--- src/rtl/pll_clkctl.sv ---
module pll_clkctl #(
  parameter int LOCK_CYCLES = 4096
) (
  input  logic       clk,
  input  logic       rst_n,
  input  logic       wr_en,
  input  logic [7:0] wr_data,
  input  logic       stop_mode,
  output logic [7:0] rd_data,
  output logic       pll_on,
  output logic [1:0] pll_ratio,
  output logic       sysclk_sel,
  output logic [1:0] periph_sel,
  output logic       vcont_release,
  output logic       pll_locking
);
  localparam int CW = $clog2(LOCK_CYCLES + 1);
  localparam logic [CW-1:0] LOAD = CW'(LOCK_CYCLES);

  logic          en_q, sel_q;
  logic [1:0]    ratio_q, per_q;
  logic [CW-1:0] cnt_q;

  wire [1:0] ratio_wr  = wr_data[3:2];
  wire       ratio_chg = (ratio_wr != 2'b00) && (ratio_wr != ratio_q);
  wire       settling  = (cnt_q != '0);

  always_ff @(posedge clk or negedge rst_n) begin
    if (!rst_n) begin
      en_q    <= 1'b0;
      sel_q   <= 1'b0;
      ratio_q <= 2'b00;
      per_q   <= 2'b00;
      cnt_q   <= '0;
    end else begin
      if (wr_en) begin
        en_q  <= wr_data[1];
        per_q <= wr_data[7:6];
        if (ratio_chg) ratio_q <= ratio_wr;
        sel_q <= wr_data[5] & wr_data[1] & ~ratio_chg & (~settling | sel_q);
      end
      if (wr_en && ratio_chg) cnt_q <= LOAD;
      else if (settling)      cnt_q <= cnt_q - 1'b1;
    end
  end

  assign pll_on        = en_q & ~stop_mode;
  assign vcont_release = ~pll_on;
  assign pll_ratio     = ratio_q;
  assign sysclk_sel    = sel_q;
  assign periph_sel    = per_q;
  assign pll_locking   = settling;
  assign rd_data       = {per_q, sel_q, 1'b1, ratio_q, en_q, 1'b1};

  a_r2_reserved_ones: assert property (@(posedge clk) disable iff (!rst_n)
    rd_data[0] && rd_data[4]);
  a_r3_zero_code_keeps: assert property (@(posedge clk) disable iff (!rst_n)
    (wr_en && wr_data[3:2] == 2'b00) |=> $stable(pll_ratio));
  a_r4_no_sel_without_en: assert property (@(posedge clk) disable iff (!rst_n)
    (wr_en && !wr_data[1]) |=> !sysclk_sel);
  a_r5_fall_clears_sel: assert property (@(posedge clk) disable iff (!rst_n)
    $fell(rd_data[1]) |-> !sysclk_sel);
  a_r6_change_falls_back: assert property (@(posedge clk) disable iff (!rst_n)
    (wr_en && wr_data[3:2] != 2'b00 && wr_data[3:2] != pll_ratio) |=> (pll_locking && !sysclk_sel));
  a_r7_hold_while_locking: assert property (@(posedge clk) disable iff (!rst_n)
    (pll_locking && !sysclk_sel) |=> !sysclk_sel);
  a_r8_stop_forces_off: assert property (@(posedge clk) disable iff (!rst_n)
    stop_mode |-> (!pll_on && vcont_release));
endmodule

--- config.mk ---
export PLATFORM = sky130hd
export DESIGN_NAME = pll_clkctl
export DESIGN_NICKNAME = d
export VERILOG_FILES = /design/src/rtl/pll_clkctl.sv
export SDC_FILE = /design/constraint.sdc
export NUM_CORES = 1
export LEC_CHECK = 0
export BUFFER_PORTS_ARGS = -buffer_cell sky130_fd_sc_hd__clkbuf_2
export CAP_MARGIN = 0
export CORE_ASPECT_RATIO = 1.25
export CORE_MARGIN = 1
export CORE_UTILIZATION = 50
export DETAILED_ROUTE_END_ITERATION = 8
export PLACE_DENSITY = 0.83
export SYNTH_ARGS = -nofsm -noshare
export SYNTH_HDL_FRONTEND = slang
export SYNTH_SLANG_ARGS = --single-unit
--- constraint.sdc ---
create_clock -name clk -period 2.3 [get_ports clk]
set_input_delay 0.115 -clock clk [delete_from_list [all_inputs] [get_ports clk]]
set_output_delay 0.115 -clock clk [all_outputs]
set_load 0.02 [all_outputs]
# Word level (Yosys, flattened, before mapping)
# Index checks and enable logic that the tools add are counted.
[word_totals]
regBits = 19
output_inout_bits = 16
[op_classes]
eq_ne = 1
reduce_logical = 6
mux = 2
addsub = 1
bitwise = 9
[op_table]
columns = ["cell", "n"]
rows = [
  ["$mux W13", 2],
  ["$reduce_bool A13 Y1", 1],
  ["$sub A13 B1 Y13 const B", 1],
  ["$and A1 B1 Y1", 4],
  ["$not A1 Y1", 4],
  ["$reduce_bool A2 Y1", 2],
  ["$logic_and A1 B1 Y1", 2],
  ["$ne A2 B2 Y1", 1],
  ["$reduce_and A2 Y1", 1],
  ["$or A1 B1 Y1", 1],
]

# Longest topological paths before layout
# Gate-level depths: netlist of the first run.
[logic_depth]
word_depth = 5
depth_mapped = 6
mapped_depth_nobuf = 6

# Worst setup path before layout of the first run
# No wires, ideal clock.
[synth_path]
path_type = "register to register"
startpoint = "register cnt_q[0]"
endpoint = "register cnt_q[8]"
n_path_buf = 0
setup_time_ns = 0.078
t_arrival_ns = 1.770
synth_period_minus_slack_ns = 1.848
path_slack_ns = 0.452
path_stages_with_launch = 7
path_cell_list = "dfrtp_1 > inv_1 > ha_1 > or3b_4 > or2_1 > or4_1 > a21oi_1"
[synth_between]
elab_chain_len = 3
word_cells_on_any_way = 5
cone_classes = "add/sub (1); mux (2); reduce/logical (2)"
[synth_lines]
columns = ["item", "line_no", "text"]
rows = [
  ["start: declaration", "22", "logic [CW-1:0] cnt_q;"],
  ["start signal: assignment", "43", "else if (settling) cnt_q <= cnt_q - 1'b1;"],
  ["$sub A13 B1 Y13", "43", ""],
  ["$mux W13", "43", ""],
  ["$mux W13", "42", "if (wr_en && ratio_chg) cnt_q <= LOAD;"],
]
# Several ways; a longest one is shown, not always the timed one. The select of a mux whose other input is x is not followed.
# A chain may end at the register's enable or synchronous reset.

# Worst setup path in the final report of the first run
# Same ends and word-level chain as after synthesis.

==> summary.txt, run 1 <==
Outcome
  • Outcome: finished with violations
  • Failing checks: DRC

STA
  • RSZ-0062 raised after global routing: false
  • Slew HR: 0.651
  • Final hold vios: 0
  • Endpoints failing setup: 0
  • Max Slew Vio Count: 0
  • Setup Total Neg Slack: 0 ns
  • Maximum clock rate: roughly 500 MHz
  • Tcrit/Tclk final: 0.873
  • Crit path time final: 2.01 ns
  • Tightest Pin Transition: 0.516 ns
  • Clk_skew: 0.00131 ns

Run
  • Max_cap viols: 0

Clock network
  • CTS sink cnt: 19
  • Setup bufs post-CTS: 0
  • TritonCTS clock tree: done
  • Deepest clock path buffer count: 2
  • Clock transition at the registers of the reported paths: 0.10 ns
  • Post-CTS Hold Buffers: 1
  • TritonCTS Buffers: 3
  • Clk_lat worst skew: 0.29 ns
  • H-tree Lvls: 1
  • Post-CTS sizing: 0
  • CTS root buffer: clkbuf_4

Logic synthesis
  • Cell Area, Synth: 1070 um^2
  • Synth Area in Compound Gates: 0.119
  • Register bit total from synthesis: 19
  • Sequential share of the synthesized area: 0.443
  • Main combinational cell family by area after synthesis: simple AND/OR/NAND/NOR gates
  • Synth Area in Simple Gates: 0.255
  • EDFF count, synth: 0
  • Cells after synthesis: 111
  • YS warnings: 0
  • Adder-Cell Fraction of Synth Area: 0.0233
  • FFs w/ async S/R, synth: 1.00
  • Mapped Avg Cell Area: 9.67 um^2
  • Predominant post-synthesis flop cell: dfrtp_1
  • Synth unique cells: 38
  • Post-Synth XOR/XNOR Area: 0.00816
  • Mux contribution to synthesized area: 0.0711

Drt
  • First drt pass iteration count: 6
  • Post-route ant nets: 0
  • Routed vias: 886
  • Post-route DRC: 12
  • DRT iter0 DRCs: 26
  • Via-per-instance ratio: between 5 and 6
  • Wirelength per Cell: 13.3 um
  • Aggregate routed wire length: 2010 um

Critical path
  • Buffers and inverters on the worst path: 1
  • Critical path arrival: 2.22 ns
  • FF-to-FF End: cnt_q[8]
  • CP startpoint: cnt_q[0]
  • Worst Reg-to-Reg Cells: 6
  • Crit-path leading delay family: simple AND/OR/NAND/NOR gates
  • Worst setup endpoint: cnt_q[8]
  • FF-to-FF setup slack: 0.29 ns
  • Max stage delay on crit path: 0.43 ns
  • CP Launch Type: flip-flop
  • Critical R2R Launch: cnt_q[0]
  • Worst Path Required: 2.52 ns
  • Slowest CP cell: dfrtp_1
  • Cells along the critical path: inv_1 > ha_1 > or3b_4 > or2_1 > or4_1 > a21oi_1
  • Type of destination of the critical path: flip-flop
  • Crit Path Class: reg2reg
  • Crit-path max FO: 5
  • WP depth: 6

Finish
  • Most common cell after layout, fill and taps aside: clkbuf_2
  • Share of post-route cells with drive strength above 1: 0.267
  • Most frequent cells in the layout: clkbuf_2, dfrtp_1, nand2_1
  • Area delta synth->final: 11.2%
  • Ant. Diodes: 0
  • Filler cells: 180
  • # nets final: 146
  • Final non-filler cell area: 1190 um^2

Global route
  • Gr busiest metal: met2
  • Met1 Usage GRT: 0.194
  • All-Layer GR Usage: 0.198
  • Global-route wire length before repair: 3410 um
  • Initial antenna violation count: 0
  • Grt ovf: 0
  • Met3 Resource Use GR: 0.0470
  • Largest net degree at the start of global routing: 20
  • Vias in the first global route: 879
  • Met2 usage: 0.379

Placed design
  • Dpl hpwl: 1460 um
  • Placed instance area: 1160 um^2
  • Port-buffer cells: 23
  • GPL Wtd Cong: just over 0.8

Hold path
  • Hold wc startpoint: wr_data[7]
  • Hold Crit Class: in2reg
  • Hold Path Depth: 2

Power
  • Int Power: 0.823 mW
  • Seq pwr share: 0.422
  • Switching power total: 0.637 mW
  • Comb power frac: 0.467
  • Pwr per Cell Area: 1220 nW/um^2
  • Switching Share: 0.436
  • Clock power share: 0.111
  • Worst IR Drop VDD: 0.000729 V
  • P_leak: 0.571 nW

Floorplan
  • Chip width: 43.4 um
  • Die H: 53.8 um
  • Die ar.: 2340 um^2
  • I/O pin count: 28
  • Core region area: ~2000 um^2
  • Rows: 18
  • Initial Util: 0.536
## cells by family after synthesis
family	after synthesis
AOI/OAI and AO/OA	20
xor gates and xnor gates	1
adders and majority gates	2
buffers and inverters	14
DFF	19
muxes	7
other	1
and+or+nand+nor	47
## metal layers
layer	vias to the layer above	wire length (um)
met4	0	22
met1	420	838
met5	-	0
met3	4	85
li1	429	-
met2	33	1070
## through the flow
step	power [mW]	setup WS [ns]	hold slack [ns]	utilization	cells
floorplan	1.14	0.452	-0.181	-	112
global placement	1.26	0.358	0.0855	0.577	146
detailed placement	1.30	0.305	0.0916	0.577	146
CTS	1.47	0.278	0.0440	0.596	151
global route	1.58	0.140	0.0334	0.596	151
finish	1.46	0.292	0.0498	0.596	151
## state kept, by name, indices dropped and copies added, names as in the netlist
name	flops
en_q	1
periph_sel	2
cnt_q	13
pll_ratio	2
sysclk_sel	1
## how the worst min path moves through the flow
stage / to / slack, ns
floorplan: cnt_q[0] / -0.18
finish: periph_sel[1] / 0.05
detailed placement: cnt_q[2] / 0.09
global route: periph_sel[1] / 0.03
global placement: sysclk_sel / 0.09
CTS: periph_sel[1] / 0.04
## cells in the mapped netlist, drive strengths merged (3+ instances only)
cell,count,share of area
a21oi,8,0.037
buf,8,0.056
dfrtp,19,0.44
inv,4,0.014
mux2,5,0.052
nand2,12,0.042
nand2b,3,0.017
nand3b,4,0.028
nor2,8,0.028
nor3,3,0.019
o21ai,3,0.014
## power groups by stage
stage | logic, mW | registers, mW | clock network (mW)
2_1_floorplan | 0.524 | 0.611 | 0
4_1_cts | 0.683 | 0.613 | 0.171
3_5_place_dp | 0.677 | 0.621 | 0
6_report | 0.681 | 0.617 | 0.162
3_3_place_gp | 0.651 | 0.606 | 0
5_1_grt | 0.763 | 0.633 | 0.187
## final cells by class
type | instances | area [um^2] | share of cell area
multi-input combinational | 79 | 519 | 0.435
inverter | 4 | 15.0 | 0.0126
tap | 20 | 25.0 | 0.0210
timing repair buffer | 25 | 133 | 0.111
clock buffer | 4 | 26.3 | 0.0220
sequential | 19 | 475 | 0.398
Power figures use the tool's default switching activity.
==> run 2, diff against run 1 <==
--- a/config.mk
+++ b/config.mk
@@ -11,7 +11,8 @@
 export CORE_MARGIN = 1
 export CORE_UTILIZATION = 50
 export DETAILED_ROUTE_END_ITERATION = 8
-export PLACE_DENSITY = 0.83
+export PLACE_DENSITY = 0.79
+export SETUP_SLACK_MARGIN = 0.4
 export SYNTH_ARGS = -nofsm -noshare
 export SYNTH_HDL_FRONTEND = slang
 export SYNTH_SLANG_ARGS = --single-unit
==> run 2 against run 1 <==
Effect of this change: the run still ends with DRC left; global-route usage rose by 0.12 points; clock skew is essentially flat; maximum frequency increased by 7.3%; sequential share of layout area decreased by 1.9 points; clock power grew 3%; critical path depth did not move; non-clock buffer count increased by 4; sequential power decreased by 2%; critical path type unchanged.
==> summary.txt, run 2 (same netlist as run 1, synthesis figures left out) <==
STA
  • RSZ-0062 raised after global routing: true (was false)
  • Setup Total Neg Slack: 0 ns (unchanged)
  • Crit path time final: 1.87 ns (was 2.01 ns)
  • Maximum clock rate: 535 MHz (was 498 MHz)
  • Tcrit/Tclk final: 0.813 (was 0.873)
  • Tightest Pin Transition: 0.556 ns (was 0.516 ns)
  • Clk_skew: 0.00149 ns (was 0.00131 ns)
  • Max Slew Vio Count: 0 (unchanged)
  • Slew HR: 0.624 (was 0.651)
  • Final hold vios: 0 (unchanged)
  • Endpoints failing setup: 0 (unchanged)

Critical path
  • Max stage delay on crit path: 0.42 ns (was 0.43 ns)
  • Worst Path Required: 2.53 ns (was 2.52 ns)
  • Buffers and inverters on the worst path: 1 (unchanged)
  • Crit-path leading delay family: simple AND/OR/NAND/NOR gates (unchanged)
  • Critical path arrival: 2.10 ns (was 2.22 ns)
  • Crit-path max FO: 4 (was 5)
  • CP Launch Type: flip-flop (unchanged)
  • Critical R2R Launch: cnt_q[1] (was cnt_q[0])
  • FF-to-FF setup slack: 0.43 ns (was 0.29 ns)
  • FF-to-FF End: cnt_q[8] (unchanged)
  • Worst Reg-to-Reg Cells: 6 (unchanged)
  • Crit Path Class: reg2reg (unchanged)
  • Type of destination of the critical path: flip-flop (unchanged)
  • Cells along the critical path: inv_2 > ha_4 > or3b_4 > or2_4 > or4_4 > a21oi_2 (was inv_1 > ha_1 > or3b_4 > or2_1 > or4_1 > a21oi_1)
  • Slowest CP cell: or4_4 (was dfrtp_1)

Power
  • Switching Share: 0.432 (was 0.436)
  • Switching power total: 0.671 mW (was 0.637 mW)
  • Pwr per Cell Area: 1240 nW/um^2 (was 1220 nW/um^2)
  • Worst IR Drop VDD: 0.000525 V (was 0.000729 V)
  • Clock power share: 0.108 (was 0.111)
  • Seq pwr share: 0.390 (was 0.422)
  • P_leak: 0.595 nW (was 0.571 nW)
  • Comb power frac: 0.502 (was 0.467)
  • Int Power: 0.881 mW (was 0.823 mW)

Floorplan
  • Die H: 53.8 um (unchanged)
  • Die ar.: 2340 um^2 (unchanged)
  • Rows: 18 (unchanged)
  • I/O pin count: 28 (unchanged)
  • Initial Util: 0.536 (unchanged)
  • Chip width: 43.4 um (unchanged)
  • Core region area: 2000 um^2 (unchanged)

Clock network
  • H-tree Lvls: 1 (unchanged)
  • Deepest clock path buffer count: 2 (unchanged)
  • CTS root buffer: clkbuf_4 (unchanged)
  • Clock transition at the registers of the reported paths: 0.10 ns (about the same)
  • CTS sink cnt: 19 (unchanged)
  • TritonCTS Buffers: 3 (unchanged)
  • Clk_lat worst skew: 0.30 ns (was 0.29 ns)
  • TritonCTS clock tree: done (unchanged)

Outcome
  • Failing checks: DRC (unchanged)
  • Outcome: finished with violations (unchanged)

Drt
  • Routed vias: 906 (was 886)
  • DRT iter0 DRCs: 31 (was 26)
  • Post-route ant nets: 0 (unchanged)
  • Met3 wire len: 80 um (was 85 um)
  • Wire length on met1: 836 um (was 838 um)
  • Aggregate routed wire length: 2040 um (was 2010 um)
  • Max Used Layer: met4 (unchanged)
  • Post-route DRC: 10 (was 12)
  • Metal2 WL: 1080 um (was 1070 um)
  • Wirelength per Cell: 13.1 um (was 13.3 um)
  • Via-per-instance ratio: 5.85 (was 5.87)
  • First drt pass iteration count: 6 (unchanged)

Global route
  • Global-route wire length before repair: 3320 um (was 3410 um)
  • All-Layer GR Usage: 0.199 (was 0.198)
  • Initial antenna violation count: 0 (unchanged)
  • Vias in the first global route: 791 (was 879)
  • Grt ovf: 0 (unchanged)
  • Largest net degree at the start of global routing: 20 (unchanged)

Placed design
  • Dpl hpwl: 1430 um (was 1460 um)
  • Post-placement cell count: 146 (unchanged)
  • GPL Wtd Cong: 0.872 (was 0.822)
  • Port-buffer cells: 23 (unchanged)

Finish
  • Area delta synth->final: 16.8% (was 11.2%)
  • # nets final: 150 (was 146)
  • Ant. Diodes: 0 (unchanged)
  • Share of post-route cells with drive strength above 1: 0.348 (was 0.267)
  • Most frequent cells in the layout: clkbuf_2, dfrtp_1, nand2_1 (unchanged)
  • Most common cell after layout, fill and taps aside: clkbuf_2 (unchanged)
  • Utilization after layout: 0.625 (was 0.596)
  • Layout Cells excl Fill: 155 (was 151)
  • Most flop-heavy register: cnt_q (unchanged)
  • Max reg flops: 13 (unchanged)

Hold path
  • Hold Path Depth: 2 (unchanged)
  • Hold Crit Endpoint: periph_sel[0] (was periph_sel[1])
  • Hold wc startpoint: wr_data[6] (was wr_data[7])
  • Hold Crit Class: in2reg (unchanged)

Run
  • Max_cap viols: 0 (unchanged)
run 2: through the flow:
step / hold WS, ns / worst slack, ns / power [mW] / instance area (um^2)
finish: 0.0457 / 0.429 / 1.55 / 1250
global route: 0.0408 / 0.371 / 1.70 / 1250
CTS: 0.0439 / 0.373 / 1.53 / 1230
detailed placement: 0.0915 / 0.274 / 1.29 / 1160
global placement: 0.0845 / 0.373 / 1.25 / 1160
floorplan: -0.181 / 0.452 / 1.14 / 1080
run 2: what timing repair did:
| action | CTS | global route |
|---|---|---|
| resized for setup | 6 | 3 |
| buffers inserted | 3 | 1 |
| hold buffers | 1 | 0 |
| cloned | 0 | 0 |
| pin swaps | 3 | 2 |
| endpoints found under the setup margin | 4 | 10 |
| endpoints found under the hold margin | 19 | 0 |
run 2: routing by layer:
layer,track usage,vias to the layer above
li1,-,438
met1,0.208,430
met3,0.0403,5
met4,0.0990,0
met2,0.376,33
met5,0,-
run 2: worst max path at each step:
stage                        start  endpoint  slack [ns]  cells after the start
after global routing      cnt_q[1]  cnt_q[8]        0.37                      6
after CTS                 cnt_q[1]  cnt_q[8]        0.37                      6
final                     cnt_q[1]  cnt_q[8]        0.43                      6
after floorplan           cnt_q[0]  cnt_q[8]        0.45                      6
after detailed placement  cnt_q[0]  cnt_q[8]        0.27                      6
after global placement    cnt_q[0]  cnt_q[8]        0.37                      6
run 2: power by group through the flow:
stage,registers (mW),clock network (mW),logic [mW]
2_1_floorplan,0.611,0,0.524
3_3_place_gp,0.601,0,0.647
3_5_place_dp,0.617,0,0.674
4_1_cts,0.603,0.173,0.757
5_1_grt,0.629,0.194,0.874
6_report,0.605,0.167,0.780
run 2: cell type report:
class                   instances  area, um^2
clock buffers                   4        26.3
fillers                       165         751
inverters                       4        15.0
multi-input cells              79         549
flip-flops and latches         19         475
well taps                      20        25.0
repair buffers                 29         163
==> run 3, diff against run 2 <==
--- a/config.mk
+++ b/config.mk
@@ -5,13 +5,14 @@
 export SDC_FILE = /design/constraint.sdc
 export NUM_CORES = 1
 export LEC_CHECK = 0
+export ABC_AREA = 1
 export BUFFER_PORTS_ARGS = -buffer_cell sky130_fd_sc_hd__clkbuf_2
 export CAP_MARGIN = 0
 export CORE_ASPECT_RATIO = 1.25
 export CORE_MARGIN = 1
 export CORE_UTILIZATION = 50
 export DETAILED_ROUTE_END_ITERATION = 8
-export PLACE_DENSITY = 0.79
+export PLACE_DENSITY = 0.78
 export SETUP_SLACK_MARGIN = 0.4
 export SYNTH_ARGS = -nofsm -noshare
 export SYNTH_HDL_FRONTEND = slang
==> constraint.sdc (replaced) <==
create_clock -name clk -period 1.8 [get_ports clk]
set_input_delay 0.09 -clock clk [delete_from_list [all_inputs] [get_ports clk]]
set_output_delay 0.09 -clock clk [all_outputs]
set_load 0.02 [all_outputs]
==> run 3 against run 2 <==
Effect of this change: the flow now finishes without violations; sequential share of layout area down 7.1 points; clock power up 29%; combinational power up 100%; utilization up 6.2 points; first-iteration DRC count up 26%; critical path type is now reg2out.
==> summary.txt, run 3 <==
Global route
  • Vias in the first global route: 1107 (was 791)
  • Gr busiest metal: met2 (unchanged)
  • Met3 Resource Use GR: 0.0538 (was 0.0403)
  • Largest net degree at the start of global routing: 20 (unchanged)
  • Met1 Usage GRT: 0.278 (was 0.208)
  • Met2 usage: 0.403 (was 0.376)
  • Initial antenna violation count: 0 (unchanged)
  • Grt ovf: 0 (unchanged)
  • Global-route wire length before repair: 4750 um (was 3320 um)
  • All-Layer GR Usage: 0.244 (was 0.199)

Finish
  • Max reg flops: 13 (unchanged)
  • Most frequent cells in the layout: nand2_1, clkbuf_2, buf_4 (was clkbuf_2, dfrtp_1, nand2_1)
  • Ant. Diodes: 0 (unchanged)
  • Most flop-heavy register: cnt_q (unchanged)
  • Share of post-route cells with drive strength above 1: 0.419 (was 0.348)
  • Area delta synth->final: 25.6% (was 16.8%)
  • # nets final: 206 (was 150)
  • Most common cell after layout, fill and taps aside: nand2_1 (was clkbuf_2)

Critical path
  • Worst Path Required: 1.71 ns (was 2.53 ns)
  • CP Launch Type: flip-flop (unchanged)
  • Crit Path Class: reg2out (was reg2reg)
  • Type of destination of the critical path: output port (was flip-flop)
  • Critical path arrival: 1.34 ns (was 2.10 ns)
  • Crit-path max FO: 3 (was 4)

Floorplan
  • Rows: 19 (was 18)
  • Die H: 57.6 um (was 53.8 um)
  • I/O pin count: 28 (unchanged)
  • Chip width: 46.5 um (was 43.4 um)
  • Initial Util: 0.547 (was 0.536)
  • Core region area: 2260 um^2 (was 2000 um^2)
  • Die ar.: 2680 um^2 (was 2340 um^2)

Logic synthesis
  • FFs w/ async S/R, synth: 1.00 (unchanged)
  • Cell Area, Synth: 1240 um^2 (was 1070 um^2)
  • Synth unique cells: 25 (was 38)
  • Most frequent cell after synthesis: nand2_1 (was dfrtp_1)
  • Yosys top cell area share: 0.385 (was 0.443)
  • Commonest cells in the netlist: nand2_1, dfrtp_1, inv_1, nand3_1, nor2_1 (was dfrtp_1, nand2_1, a21oi_1, buf_4, nor2_1)
  • Mapped Avg Cell Area: 8.13 um^2 (was 9.67 um^2)
  • YS warnings: 0 (unchanged)
  • Cells after synthesis: 152 (was 111)
  • Sequential share of the synthesized area: 0.385 (was 0.443)
  • EDFF count, synth: 0 (unchanged)
  • Area contributors post-synth: dfrtp_1, nand2_1, nand3_1, inv_1, nor2_4 (was dfrtp_1, buf_4, mux2_2, nand2_1, a21oi_1)
  • Synth area leader: dfrtp_1 (unchanged)
  • Register bit total from synthesis: 19 (unchanged)
  • Predominant post-synthesis flop cell: dfrtp_1 (unchanged)

Clock network
  • CTS root buffer: clkbuf_4 (unchanged)
  • TritonCTS Buffers: 3 (unchanged)
  • Deepest clock path buffer count: 2 (unchanged)
  • CTS sink cnt: 19 (unchanged)
  • TritonCTS clock tree: done (unchanged)
  • Clk_lat worst skew: 0.30 ns (about the same)
  • Clock transition at the registers of the reported paths: 0.11 ns (was 0.10 ns)
  • H-tree Lvls: 1 (unchanged)

Drt
  • Wirelength per Cell: 12.5 um (was 13.1 um)
  • Aggregate routed wire length: 2780 um (was 2040 um)
  • First drt pass iteration count: 4 (was 6)
  • Post-route DRC: 0 (was 10)
  • Routed vias: 1117 (was 906)
  • Via-per-instance ratio: 5.03 (was 5.85)
  • Post-route ant nets: 0 (unchanged)
  • DRT iter0 DRCs: 39 (was 31)

STA
  • Maximum clock rate: 701 MHz
  • RSZ-0062 raised after global routing: true (unchanged)
  • Tcrit/Tclk final: 0.792
  • Max Slew Vio Count: 0 (unchanged)
  • Clk_skew: 0.00357 ns (was 0.00149 ns)
  • Setup Total Neg Slack: 0 ns (unchanged)
  • Endpoints failing setup: 0 (unchanged)
  • Hold WS: 0.0155 ns (was 0.0457 ns)
  • Crit path time final: 1.43 ns
  • Final hold vios: 0 (unchanged)

Power
  • Worst IR Drop VDD: 0.00104 V (was 0.000525 V)
  • Pwr per Cell Area: 1630 nW/um^2 (was 1240 nW/um^2)
  • P_leak: 0.852 nW (was 0.595 nW)

Placed design
  • Port-buffer cells: 23 (unchanged)
  • GPL Wtd Cong: 0.802 (was 0.872)
  • Dpl hpwl: 1880 um (was 1430 um)

Run
  • Max_cap viols: 0 (unchanged)

Outcome
  • Outcome: completed (was finished with violations)

Hold path
  • Hold Crit Class: in2reg (unchanged)
[run 3: cell types whose count changed after synthesis, moves of 5 or more]
cell,delta
nand3_1,+15
nor2_2,+5
nand2_1,+20
nor2_4,+6
inv_1,+15
nand2_2,+5
[run 3: final timing paths]
kind                       startpoint  cells past startpoint  slack [ns]       endpoint
setup reg to reg             cnt_q[2]                      7        0.39      cnt_q[10]
hold / removal             wr_data[7]                      2        0.02  periph_sel[1]
hold reg to reg            sysclk_sel                      2        0.54     sysclk_sel
min in group asynchronous       rst_n                      2        0.27           en_q
setup / recovery             cnt_q[2]                      5        0.37    pll_locking
max in group asynchronous       rst_n                      2        1.18       cnt_q[2]
[run 3: critical path, cell delays in order (launching register included)]
cell and delay (ns):
dfrtp_2 0.46, nor2_4 0.18, nand2_4 0.08, nor2_4 0.12, nand2_4 0.07, buf_8 0.13
[run 3: power breakdown]
group	switching [mW]	internal (mW)
Sequential	0.157	0.570
Combinational	0.899	0.682
Clock	0.133	0.0829
Total	1.19	1.34
[run 3: area by class of cell]
| class | instances | area (um^2) |
|---|---|---|
| multi-input combinational | 104 | 646 |
| fill | 176 | 706 |
| timing repair buffer | 44 | 288 |
| clock buffer | 3 | 22.5 |
| clock inverter | 1 | 5.00 |
| tap | 31 | 38.8 |
| inverter | 20 | 75.1 |
| sequential | 19 | 478 |
[run 3: per-layer routing]
metal,vias up,part of all wire
met5,-,0
met4,0,0.036
met3,15,0.039
met2,32,0.53
met1,526,0.40
li1,544,-
[run 3: repair_timing]
| item | in CTS | in global routing |
|---|---|---|
| endpoints found under the setup margin | 9 | 9 |
| resized for setup | 11 | 4 |
| hold endpoints to repair | 20 | 0 |
| pin swaps | 7 | 9 |
| setup buffers | 14 | 5 |
| hold buffers | 2 | 0 |
[run 3: cell families (layout without fill, tap and decap cells)]
logic type / count (synthesis) / count (layout) / share of synthesized area
flip-flops: 19 / 19 / 0.385
AO/OA/AOI/OAI: 10 / 10 / 0.0536
other: 1 / 2 / 0.00303
buffers and inverters: 30 / 68 / 0.122
multiplexers: 2 / 2 / 0.0182
AND/OR/NAND/NOR: 85 / 85 / 0.377
XOR/XNOR: 3 / 3 / 0.0213
adder cells (fa/ha/maj): 2 / 2 / 0.0202
[run 3: stage by stage]
stage	instances	setup slack, ns	utilization	power [mW]	instance area, um^2
after CTS	217	0.374	0.667	2.39	1510
after global routing	222	0.325	0.688	2.72	1550
final	222	0.374	0.688	2.52	1550
after global placement	197	0.410	0.583	1.83	1320
after floorplan	153	0.507	-	1.69	1240
after detailed placement	197	0.364	0.583	1.89	1320
